File: config.mk
export PLATFORM = sky130hd
export DESIGN_NAME = strop_engine
export DESIGN_NICKNAME = d
export VERILOG_FILES = /design/src/rtl/strop_pkg.sv /design/src/rtl/strop_lane_extract.sv /design/src/rtl/strop_lane_insert.sv /design/src/rtl/strop_judge.sv /design/src/rtl/strop_engine.sv
export SDC_FILE = /design/constraint.sdc
export NUM_CORES = 1
export LEC_CHECK = 0
export BUFFER_PORTS_ARGS = -buffer_cell sky130_fd_sc_hd__buf_2
export CAP_MARGIN = 20
export CORE_AREA = 3 3 189 191
export DETAILED_ROUTE_END_ITERATION = 7
export DIE_AREA = 0 0 192 194
export GPL_TIMING_DRIVEN = 0
export PLACE_DENSITY_LB_ADDON = 0.08
export SLEW_MARGIN = 20
export SYNTH_ARGS = -nofsm -noshare
export SYNTH_HDL_FRONTEND = slang
export SYNTH_HIERARCHICAL = 1
export SYNTH_SLANG_ARGS = --single-unit
File: constraint.sdc
create_clock -name clk -period 3.3 [get_ports clk]
set_input_delay 0.495 -clock clk [delete_from_list [all_inputs] [get_ports clk]]
set_output_delay 0.495 -clock clk [all_outputs]
set_load 0.005 [all_outputs]
File: src/rtl/strop_pkg.sv
package strop_pkg;
  typedef enum logic [1:0] {
    OP_MOVE = 2'd0,
    OP_CMP  = 2'd1,
    OP_FIND = 2'd2,
    OP_SKIP = 2'd3
  } strop_op_e;

  typedef enum logic [1:0] {
    CMP_EQ = 2'd0,
    CMP_LT = 2'd1,
    CMP_GT = 2'd2
  } strop_cmp_e;

  localparam int WORD_BYTES = 4;
endpackage

File: src/rtl/strop_lane_extract.sv
module strop_lane_extract (
  input  logic [31:0] word,
  input  logic [1:0]  lane,
  input  logic        wide,
  output logic [15:0] elem
);
  always_comb begin
    if (wide) begin
      elem = lane[1] ? word[31:16] : word[15:0];
    end else begin
      case (lane)
        2'd0:    elem = {8'h00, word[7:0]};
        2'd1:    elem = {8'h00, word[15:8]};
        2'd2:    elem = {8'h00, word[23:16]};
        default: elem = {8'h00, word[31:24]};
      endcase
    end
  end
endmodule

File: src/rtl/strop_lane_insert.sv
module strop_lane_insert (
  input  logic [15:0] elem,
  input  logic [1:0]  lane,
  input  logic        wide,
  output logic [31:0] data,
  output logic [3:0]  be
);
  always_comb begin
    if (wide) begin
      data = {elem, elem};
      be   = lane[1] ? 4'b1100 : 4'b0011;
    end else begin
      data = {4{elem[7:0]}};
      be   = 4'b0001 << lane;
    end
  end
endmodule

File: src/rtl/strop_judge.sv
module strop_judge
  import strop_pkg::*;
(
  input  strop_op_e   op,
  input  logic        wide,
  input  logic [15:0] e_src,
  input  logic [15:0] e_dst,
  input  logic [15:0] stopper,
  output logic        hit,
  output strop_cmp_e  cres
);
  logic [15:0] stp_m;
  logic        src_is_stp;
  logic        differ;

  assign stp_m      = wide ? stopper : {8'h00, stopper[7:0]};
  assign src_is_stp = (e_src == stp_m);
  assign differ     = (e_src != e_dst);

  always_comb begin
    hit  = 1'b0;
    cres = CMP_EQ;
    case (op)
      OP_MOVE: hit = src_is_stp;
      OP_CMP: begin
        hit = differ | src_is_stp;
        if (differ) cres = (e_src < e_dst) ? CMP_LT : CMP_GT;
      end
      OP_FIND: hit = src_is_stp;
      default: hit = !src_is_stp;
    endcase
  end
endmodule

File: src/rtl/strop_engine.sv
module strop_engine
  import strop_pkg::*;
#(
  parameter int AW = 16,
  parameter int LW = 16
) (
  input  logic          clk,
  input  logic          rst,
  input  logic          start,
  input  logic [1:0]    op,
  input  logic          wide,
  input  logic          backward,
  input  logic [AW-1:0] src_addr,
  input  logic [AW-1:0] dst_addr,
  input  logic [15:0]   stopper,
  input  logic [LW-1:0] max_len,
  output logic          busy,
  output logic          done,
  output logic [LW-1:0] res_count,
  output logic [AW-1:0] res_src,
  output logic [AW-1:0] res_dst,
  output logic          res_exhausted,
  output logic [1:0]    res_cmp,
  output logic          mem_req,
  output logic          mem_we,
  output logic [AW-3:0] mem_addr,
  output logic [3:0]    mem_be,
  output logic [31:0]   mem_wdata,
  input  logic [31:0]   mem_rdata
);
  localparam int WAW = AW - 2;

  typedef enum logic [2:0] {
    S_IDLE, S_STEP, S_RSRC, S_CAPS, S_RDST, S_CAPD, S_FLUSH, S_FIN
  } state_e;

  state_e        state;
  strop_op_e     op_q;
  logic          wide_q, bwd_q, finish_q;
  logic [15:0]   stp_q;
  logic [LW-1:0] max_q, cnt;
  logic [AW-1:0] sa, da;
  logic [31:0]   sbuf, dbuf, wbuf;
  logic [WAW-1:0] sbuf_wa, dbuf_wa, wbuf_wa;
  logic          sbuf_v, dbuf_v, wbuf_v;
  logic [3:0]    wbe;

  logic [WAW-1:0] s_wa, d_wa;
  logic [15:0]   e_src, e_dst;
  logic [31:0]   ins_data, bemask;
  logic [3:0]    ins_be;
  logic          hit;
  strop_cmp_e    cres;
  logic [AW-1:0] step, nxt_sa, nxt_da;

  assign s_wa   = sa[AW-1:2];
  assign d_wa   = da[AW-1:2];
  assign step   = wide_q ? AW'(2) : AW'(1);
  assign nxt_sa = bwd_q ? sa - step : sa + step;
  assign nxt_da = bwd_q ? da - step : da + step;

  strop_lane_extract u_src_lane (.word(sbuf), .lane(sa[1:0]), .wide(wide_q), .elem(e_src));
  strop_lane_extract u_dst_lane (.word(dbuf), .lane(da[1:0]), .wide(wide_q), .elem(e_dst));
  strop_lane_insert  u_ins (.elem(e_src), .lane(da[1:0]), .wide(wide_q),
                            .data(ins_data), .be(ins_be));
  strop_judge u_judge (.op(op_q), .wide(wide_q), .e_src(e_src), .e_dst(e_dst),
                       .stopper(stp_q), .hit(hit), .cres(cres));

  for (genvar g = 0; g < WORD_BYTES; g++) begin : g_mask
    assign bemask[8*g +: 8] = {8{ins_be[g]}};
  end

  always_ff @(posedge clk) begin
    if (rst) begin
      state <= S_IDLE;
      op_q <= OP_MOVE; wide_q <= 1'b0; bwd_q <= 1'b0; finish_q <= 1'b0;
      stp_q <= '0; max_q <= '0; cnt <= '0; sa <= '0; da <= '0;
      sbuf <= '0; dbuf <= '0; wbuf <= '0; wbe <= '0;
      sbuf_wa <= '0; dbuf_wa <= '0; wbuf_wa <= '0;
      sbuf_v <= 1'b0; dbuf_v <= 1'b0; wbuf_v <= 1'b0;
      busy <= 1'b0; done <= 1'b0;
      res_count <= '0; res_src <= '0; res_dst <= '0;
      res_exhausted <= 1'b0; res_cmp <= CMP_EQ;
      mem_req <= 1'b0; mem_we <= 1'b0; mem_addr <= '0; mem_be <= '0; mem_wdata <= '0;
    end else begin
      mem_req <= 1'b0;
      mem_we  <= 1'b0;
      case (state)
        S_IDLE: begin
          done <= 1'b0;
          if (start) begin
            op_q <= strop_op_e'(op); wide_q <= wide; bwd_q <= backward;
            stp_q <= stopper; max_q <= max_len; cnt <= '0;
            sa <= src_addr; da <= dst_addr;
            sbuf_v <= 1'b0; dbuf_v <= 1'b0; wbuf_v <= 1'b0;
            busy <= 1'b1;
            state <= S_STEP;
          end
        end
        S_STEP: begin
          if (cnt == max_q) begin
            res_count <= cnt; res_src <= sa; res_dst <= da;
            res_exhausted <= 1'b1; res_cmp <= CMP_EQ;
            finish_q <= 1'b1;
            state <= wbuf_v ? S_FLUSH : S_FIN;
          end else if (!sbuf_v || sbuf_wa != s_wa) begin
            mem_req <= 1'b1; mem_addr <= s_wa;
            state <= S_RSRC;
          end else if (op_q == OP_CMP && (!dbuf_v || dbuf_wa != d_wa)) begin
            mem_req <= 1'b1; mem_addr <= d_wa;
            state <= S_RDST;
          end else if (op_q == OP_MOVE && wbuf_v && wbuf_wa != d_wa) begin
            finish_q <= 1'b0;
            state <= S_FLUSH;
          end else begin
            if (op_q == OP_MOVE) begin
              wbuf    <= ((wbuf_v ? wbuf : 32'h0) & ~bemask) | (ins_data & bemask);
              wbe     <= (wbuf_v ? wbe : 4'h0) | ins_be;
              wbuf_wa <= d_wa;
              wbuf_v  <= 1'b1;
            end
            if (hit) begin
              res_count <= cnt; res_src <= sa; res_dst <= da;
              res_exhausted <= 1'b0; res_cmp <= cres;
              finish_q <= 1'b1;
              state <= (op_q == OP_MOVE) ? S_FLUSH : S_FIN;
            end else begin
              cnt <= cnt + LW'(1);
              sa <= nxt_sa;
              da <= nxt_da;
            end
          end
        end
        S_RSRC: state <= S_CAPS;
        S_CAPS: begin
          sbuf <= mem_rdata; sbuf_wa <= s_wa; sbuf_v <= 1'b1;
          state <= S_STEP;
        end
        S_RDST: state <= S_CAPD;
        S_CAPD: begin
          dbuf <= mem_rdata; dbuf_wa <= d_wa; dbuf_v <= 1'b1;
          state <= S_STEP;
        end
        S_FLUSH: begin
          mem_req <= 1'b1; mem_we <= 1'b1;
          mem_addr <= wbuf_wa; mem_be <= wbe; mem_wdata <= wbuf;
          wbuf_v <= 1'b0;
          if (sbuf_wa == wbuf_wa) sbuf_v <= 1'b0;
          state <= finish_q ? S_FIN : S_STEP;
        end
        default: begin
          done <= 1'b1;
          busy <= 1'b0;
          state <= S_IDLE;
        end
      endcase
    end
  end

  // completion pulse lasts one cycle
  a_r2_done_single: assert property (@(posedge clk) disable iff (rst) done |=> !done);
  // busy is already low while done is high
  a_r2_done_not_busy: assert property (@(posedge clk) disable iff (rst) done |-> !busy);
  // only a move ever writes memory
  a_r3_write_only_move: assert property (@(posedge clk) disable iff (rst)
    (mem_req && mem_we) |-> (op_q == OP_MOVE));
  // every write carries at least one byte lane
  a_r10_write_lanes: assert property (@(posedge clk) disable iff (rst)
    (mem_req && mem_we) |-> (mem_be != 4'h0));
  // the running count never passes the limit
  a_r7_count_bounded: assert property (@(posedge clk) disable iff (rst)
    busy |-> (cnt <= max_q));
  // exhaustion reports exactly the limit
  a_r7_exhaust_count: assert property (@(posedge clk) disable iff (rst)
    (done && res_exhausted) |-> (res_count == max_q));
  // operands stay put while a start arrives during an operation
  a_r12_start_ignored: assert property (@(posedge clk) disable iff (rst)
    (busy && start) |=> ($stable(op_q) && $stable(stp_q) && $stable(max_q)));
endmodule

Yosys cells after proc, flatten, opt, wreduce, memory -nomap -nowiden:

Index checks and enable logic that the tools add are counted.

* add/subtract/negate cells: 5
* magnitude comparators: 1
* eq/ne operators: 32
* shifts and indexed selects: 1
* multiplexer cells: 102
* bitwise gates (word level): 11
* reduce and logical (&&, ||, !) cells: 33

Operators by type and width (count)
* $mux 16: 40
* $pmux 16 s2: 3
* $and 32x32->32: 2
* $mux 32: 2
* $pmux 8 s3: 2
* $mux 14: 3
* $ne 14x14->1: 3
* $add 16x2->16: 2
* $eq 16x16->1: 2
* $not 32->32: 1
* $or 32x32->32: 1
* $sub 16x2->16: 2
* $pmux 14 s2: 1
* $mux 1: 24
* $ne 2x2->1 const B: 11
* $mux 3: 7
* $mux 2: 9
* $pmux 3 s6: 1
* $add 16x1->16 const B: 1
* $lt 16x16->1: 1
* $ne 16x16->1: 1
* $eq 14x14->1: 1
* $reduce_and 7->1: 2
* $mux 4: 3
* other kinds (27): 60

* flip-flop bits (word level): 338
* bits of input ports: 103
* output and inout bits: 105
* word-level logic and storage cells: 217

Logic depth before layout (Yosys ltp):

* depth in word-level cells: 12
* gate-level depth with buffers: 17
* depth with buffers taken out: 14

Hierarchy:

The synthesis kept the hierarchy.

Modules (own cells, without submodules)
* strop_engine: times used 1, cells an instance 1825, area each 14885.5 sq um, seq. area each 6766.5 sq um
* strop_judge: times used 1, cells an instance 97, area each 750.7 sq um, seq. area each 0.0 sq um
* strop_lane_extract: times used 2, cells an instance 28, area each 375.4 sq um, seq. area each 0.0 sq um
* strop_lane_insert: times used 1, cells an instance 39, area each 341.6 sq um, seq. area each 0.0 sq um

Worst setup path after synthesis:

No wires, ideal clock.

* path type: reg-to-reg
* from: register bwd_q
* to: register da[15]
* library setup time: 0.136 ns
* arrival time: 3.326 ns
* required time: 3.164 ns
* setup slack: -0.162 ns
* stages on the path, launching flop included: 13
* path buffers: 1
* period minus slack after synthesis: 3.462 ns
* cell sequence: dfxtp_1 -> clkbuf_1 -> nand2_1 -> inv_1 -> ha_1 -> nor2b_1 -> o31ai_1 -> a211oi_1 -> or4_1 -> a311oi_1 -> xnor2_1 -> o211ai_1 -> o311ai_1

* cells in the longest elaborated chain, start to end: 7

Ends and longest elaborated chain
* start, declared: line strop_engine.sv:39 `logic wide_q, bwd_q, finish_q;`
* start signal, assigned: line strop_engine.sv:92 `op_q <= strop_op_e'(op); wide_q <= wide; bwd_q <= backward;`
* $mux 16: line strop_engine.sv:60 `assign nxt_da = bwd_q ? da - step : da + step;`
* $mux 16: line strop_engine.sv:122 `if (hit) begin`
* $mux 16: line strop_engine.sv:112 `end else if (op_q == OP_MOVE && wbuf_v && wbuf_wa != d_wa) begin`
* $mux 16: line strop_engine.sv:109 `end else if (op_q == OP_CMP && (!dbuf_v || dbuf_wa != d_wa)) begin`
* $mux 16: line strop_engine.sv:106 `end else if (!sbuf_v || sbuf_wa != s_wa) begin`
* $mux 16: line strop_engine.sv:101 `if (cnt == max_q) begin`
* $pmux 16 s2: line strop_engine.sv:88 `case (state)`
* end signal, assigned: line strop_engine.sv:94 `sa <= src_addr; da <= dst_addr;`
* end signal, assigned: line strop_engine.sv:130 `da <= nxt_da;`
* end, declared: line strop_engine.sv:42 `logic [AW-1:0] sa, da;`

Every way passes these cells. The select of a mux whose other input is x is not followed.
A chain may end at the register's enable or synchronous reset.

Worst setup path after layout:

* from: register sa[1]
* to: register res_src[0]

* cells in the longest elaborated chain, start to end: 8
* elaborated cells between the ends (all ways): 13
* classes of those cells: eq/ne: 4; mux: 4; bitwise: 1; reduce/logical: 4

Ends and longest elaborated chain
* start, declared: line strop_engine.sv:42
* start signal, assigned: line strop_engine.sv:94
* start signal, assigned: line strop_engine.sv:129 `sa <= nxt_sa;`
* $eq 2x2->1 (tied with other cells): line strop_lane_extract.sv:11 `case (lane)`
* $pmux 8 s3: line strop_lane_extract.sv:11
* $mux 16 *: line strop_lane_extract.sv:8 `if (wide) begin`
* named net e_src[7]: line strop_engine.sv:49 `logic [15:0] e_src, e_dst;`
* $ne 16x16->1 or $eq 16x16->1 (tied branches): line strop_judge.sv:18, strop_judge.sv:17
* $or 1x1->1 or $logic_not 1->1 (tied branches): line strop_judge.sv:26, strop_judge.sv:30
* $pmux 1 s2 *: line strop_judge.sv:23 `case (op)`
* named net hit: line strop_engine.sv:52 `logic hit;`
* $reduce_bool 2->1 (no line) *
* $reduce_and 5->1 (no line) *
* end signal, assigned: line strop_engine.sv:82 `res_count <= '0; res_src <= '0; res_dst <= '0;`
* end signal, assigned: line strop_engine.sv:102 `res_count <= cnt; res_src <= sa; res_dst <= da;`
* end signal, assigned: line strop_engine.sv:123 `res_count <= cnt; res_src <= sa; res_dst <= da;`
* end, declared: line strop_engine.sv:20 `output logic [AW-1:0] res_src,`

The timed path passes the listed nets; every way through them passes the cells marked *.

==> flow_summary_export.csv <==
group,metric,value,unit
floorplanning,die_height,194,um
yosys,yosys.area.top_type,"dfxtp_1",
run,drv_cap,0,
setup_path,required,3.67,ns
global_route,grt_antenna_before_repair,0,
timing,worst_slew_pin_slew,1.01,ns
placement,place_hpwl,40000,um
worst_hold_path,holdCritStartpoint,"stopper[5]",
placement,gp_congestion,0.947,
power_and_ir_drop,p_leak,0.00816,uW
timing,drv_slew,0,
power_and_ir_drop,vdd_ir_drop_max,0.352,mV
cells_and_area,area_delta_synth_final,24.5,%
yosys,yosysTopAreaCellShare,0.404,
cells_and_area,nets,2462,
yosys,async_flop_share,0,
outcome,status,"finished with violations",
route,drc,0,
timing,fin_crit,3.58,ns
setup_path,startpoint_type,"register",
yosys,seq_area_frac_synth,0.404,
placement,place_area,18300,um^2
worst_hold_path,hp-class,"primary input to register",
floorplanning,dieArea,37200,um^2
worst_hold_path,whs_path_depth,3,
cts,h-tree-depth,2,
cells_and_area,finish.instance_area,20800,um^2
cts,clockRootBuffer,"clkbuf_16",
route,dr_total_vias,15700,
yosys,syn_nets,2169,
setup_path,reg2reg_depth,15,
setup_path,worst_ep_arrival_time,3.95,ns
route,ant_nets,0,
power_and_ir_drop,pwr_density_cell,527,nW/um^2
route,drt_iter0_markers,1145,
timing,fin_crit_sh,1.08,
global_route,grt_max_degree,35,
cells_and_area,post-route-util,0.607,
setup_path,startpoint,"sa[1]$_SDFFE_PP0P_",
yosys,ys_types,73,
timing,hold_violations,0,
cells_and_area,layout_common_cells,"432 x nand2_1, 333 x dfxtp_1, 245 x a21oi_1",
cts,cts_buffers,38,
route,firstDrtPassIters,5,
timing,rsz0062_at_grt,"yes",
cts,clock_path_buffers,3,
cts,cts_tree,"yes",
floorplanning,ioPinCount,208,
route,routed_via_density,5.63,
cells_and_area,drive_gt1_frac,0.219,
placement,portBuffers,207,
cts,clk_pin_slew,0.06,ns
cells_and_area,final_common_cell,"nand2_1",
setup_path,rr_startpoint,"sa[1]$_SDFFE_PP0P_",
placement,dp_slack,-0.943,ns
global_route,overflow,0,
yosys,yosys-top-cells-area,"dfxtp_1 40%, nand2_1 9.7%, a21oi_1 7.5%",
timing,relSlewSlack,0.327,
floorplanning,fp.dieW,192,um
setup_path,path_class,"register to register",
route,wl_per_cell,20.4,um
timing,skew,0.0170,ns
yosys,synth_area,16700,um^2
yosys,yosys_most_used_dff,"dfxtp_1",
yosys,synth_edf_count,0,
floorplanning,core-area,34300,um^2
yosys,synth_warnings,6,
route,wirelength,57000,um
cts,cts_sinks,338,
setup_path,path_max_fanout,6,
global_route,grt_pass1_vias,14800,
cts,insertion_delay,0.53,ns
timing,finalSetupViolations,98,
cts,hold_buffers,0,
outcome,failed_checks,"setup timing",
yosys,netlist_instances,2017,
timing,fin_ws,-0.277,ns
yosys,syn_avg_cell_area,8.29,um^2
global_route,grt_pass1_wl,83800,um
floorplanning,start_util,0.488,
global_route,grt_use_total,0.288,
yosys,ys_seq_elements,338,
timing,holdWs,0.215,ns
timing,maxClockFrequency,0.280,GHz
floorplanning,row_count,68,
setup_path,end_kind,"register",
metal layers:
metal,wire [um],vias to the layer above,share of wire,global-route usage
met1,25200,7517,0.44,0.406
met5,0,-,0,0
met3,4510,98,0.079,0.0470
li1,-,7489,-,-
met2,25600,615,0.45,0.456
met4,1670,0,0.029,0.0818
area by class of cell:
| class | instances | area (um^2) |
|---|---|---|
| Inverter | 38 | 143 |
| Sequential cell | 338 | 6780 |
| Antenna cell | 1 | 2.50 |
| Clock inverter | 12 | 118 |
| Clock buffer | 52 | 1110 |
| Tap cell | 455 | 569 |
| Buffer | 154 | 957 |
| Fill cell | 3098 | 13500 |
| Timing Repair Buffer | 254 | 1570 |
| Multi-Input combinational cell | 1486 | 9570 |
state kept, by name, indices dropped and copies added (netlist names), 32 cells and up:
| register | flops |
|---|---|
| mem_wdata | 32 |
| dbuf | 32 |
| wbuf | 32 |
| sbuf | 32 |
cell usage after synthesis, types with 10 or more instances:
cell,instances
dfxtp_1,338
xnor2_1,71
xor2_1,38
nor4_1,11
mux4_1,12
nand3_1,29
nor2b_1,35
o21a_1,14
nor2_1,161
o21ai_0,59
nand2b_1,13
nand4_1,24
buf_4,27
clkbuf_1,104
ha_1,47
a311oi_1,22
a211oi_1,13
a21o_1,12
nor3_1,18
a22oi_1,10
mux2i_1,91
inv_1,38
a21oi_1,250
nand2_1,434
through the flow:
| stage | TNS (ns) | cells | power (uW) |
|---|---|---|---|
| 2_1_floorplan | 0 | 2017 | 5720 |
| 3_3_place_gp | -67.54 | 2679 | 6350 |
| 3_5_place_dp | -72.65 | 2679 | 6390 |
| 4_1_cts | -26.45 | 2766 | 10800 |
| 5_1_grt | -31.14 | 2789 | 11300 |
| 6_report | -19.51 | 2790 | 11000 |
worst paths after layout:
check	endpoint	slack [ns]
worst max register to register	res_src[0]$_SDFFE_PP0P_	-0.28
worst min register to register	mem_wdata[28]$_SDFFE_PP0P_	0.45
worst min-delay path	stp_q[5]$_SDFFE_PP0P_	0.22
worst max-delay path	res_src[0]$_SDFFE_PP0P_	-0.28
kinds of logic after synthesis:
| logic type | Yosys count | share of synthesized area |
|---|---|---|
| AO/OA/AOI/OAI | 425 | 0.148 |
| multiplexers | 123 | 0.0912 |
| XOR/XNOR | 109 | 0.0571 |
| flip-flops | 338 | 0.404 |
| AND/OR/NAND/NOR | 780 | 0.205 |
| adder cells (fa/ha/maj) | 49 | 0.0375 |
| buffers and inverters | 193 | 0.0560 |
critical path, cell delays in order (launching register included):
cell     delay, ns
dfxtp_4       0.37
buf_12        0.14
buf_12        0.12
mux4_2        0.50
buf_4         0.17
xor2_1        0.14
nor4_2        0.25
nand2_1       0.13
nor4_4        0.23
mux2i_4       0.44
a21oi_2       0.10
nor2b_2       0.19
buf_6         0.20
buf_12        0.17
mux2i_2       0.21
nor2_1        0.05
power by group:
group / switching (uW) / internal [uW] / leakage [uW]
clock: 1720 / 2510 / 0.000618
sequential: 215 / 4240 / 0.00274
combinational: 1350 / 947 / 0.00481
what timing repair did:
action,CTS,global route
endpoints found under the setup margin,107,145
gates cloned,1,7
resized for setup,82,105
buffers inserted,23,17
pin swaps,9,24
(Power assumes the default switching activity.)
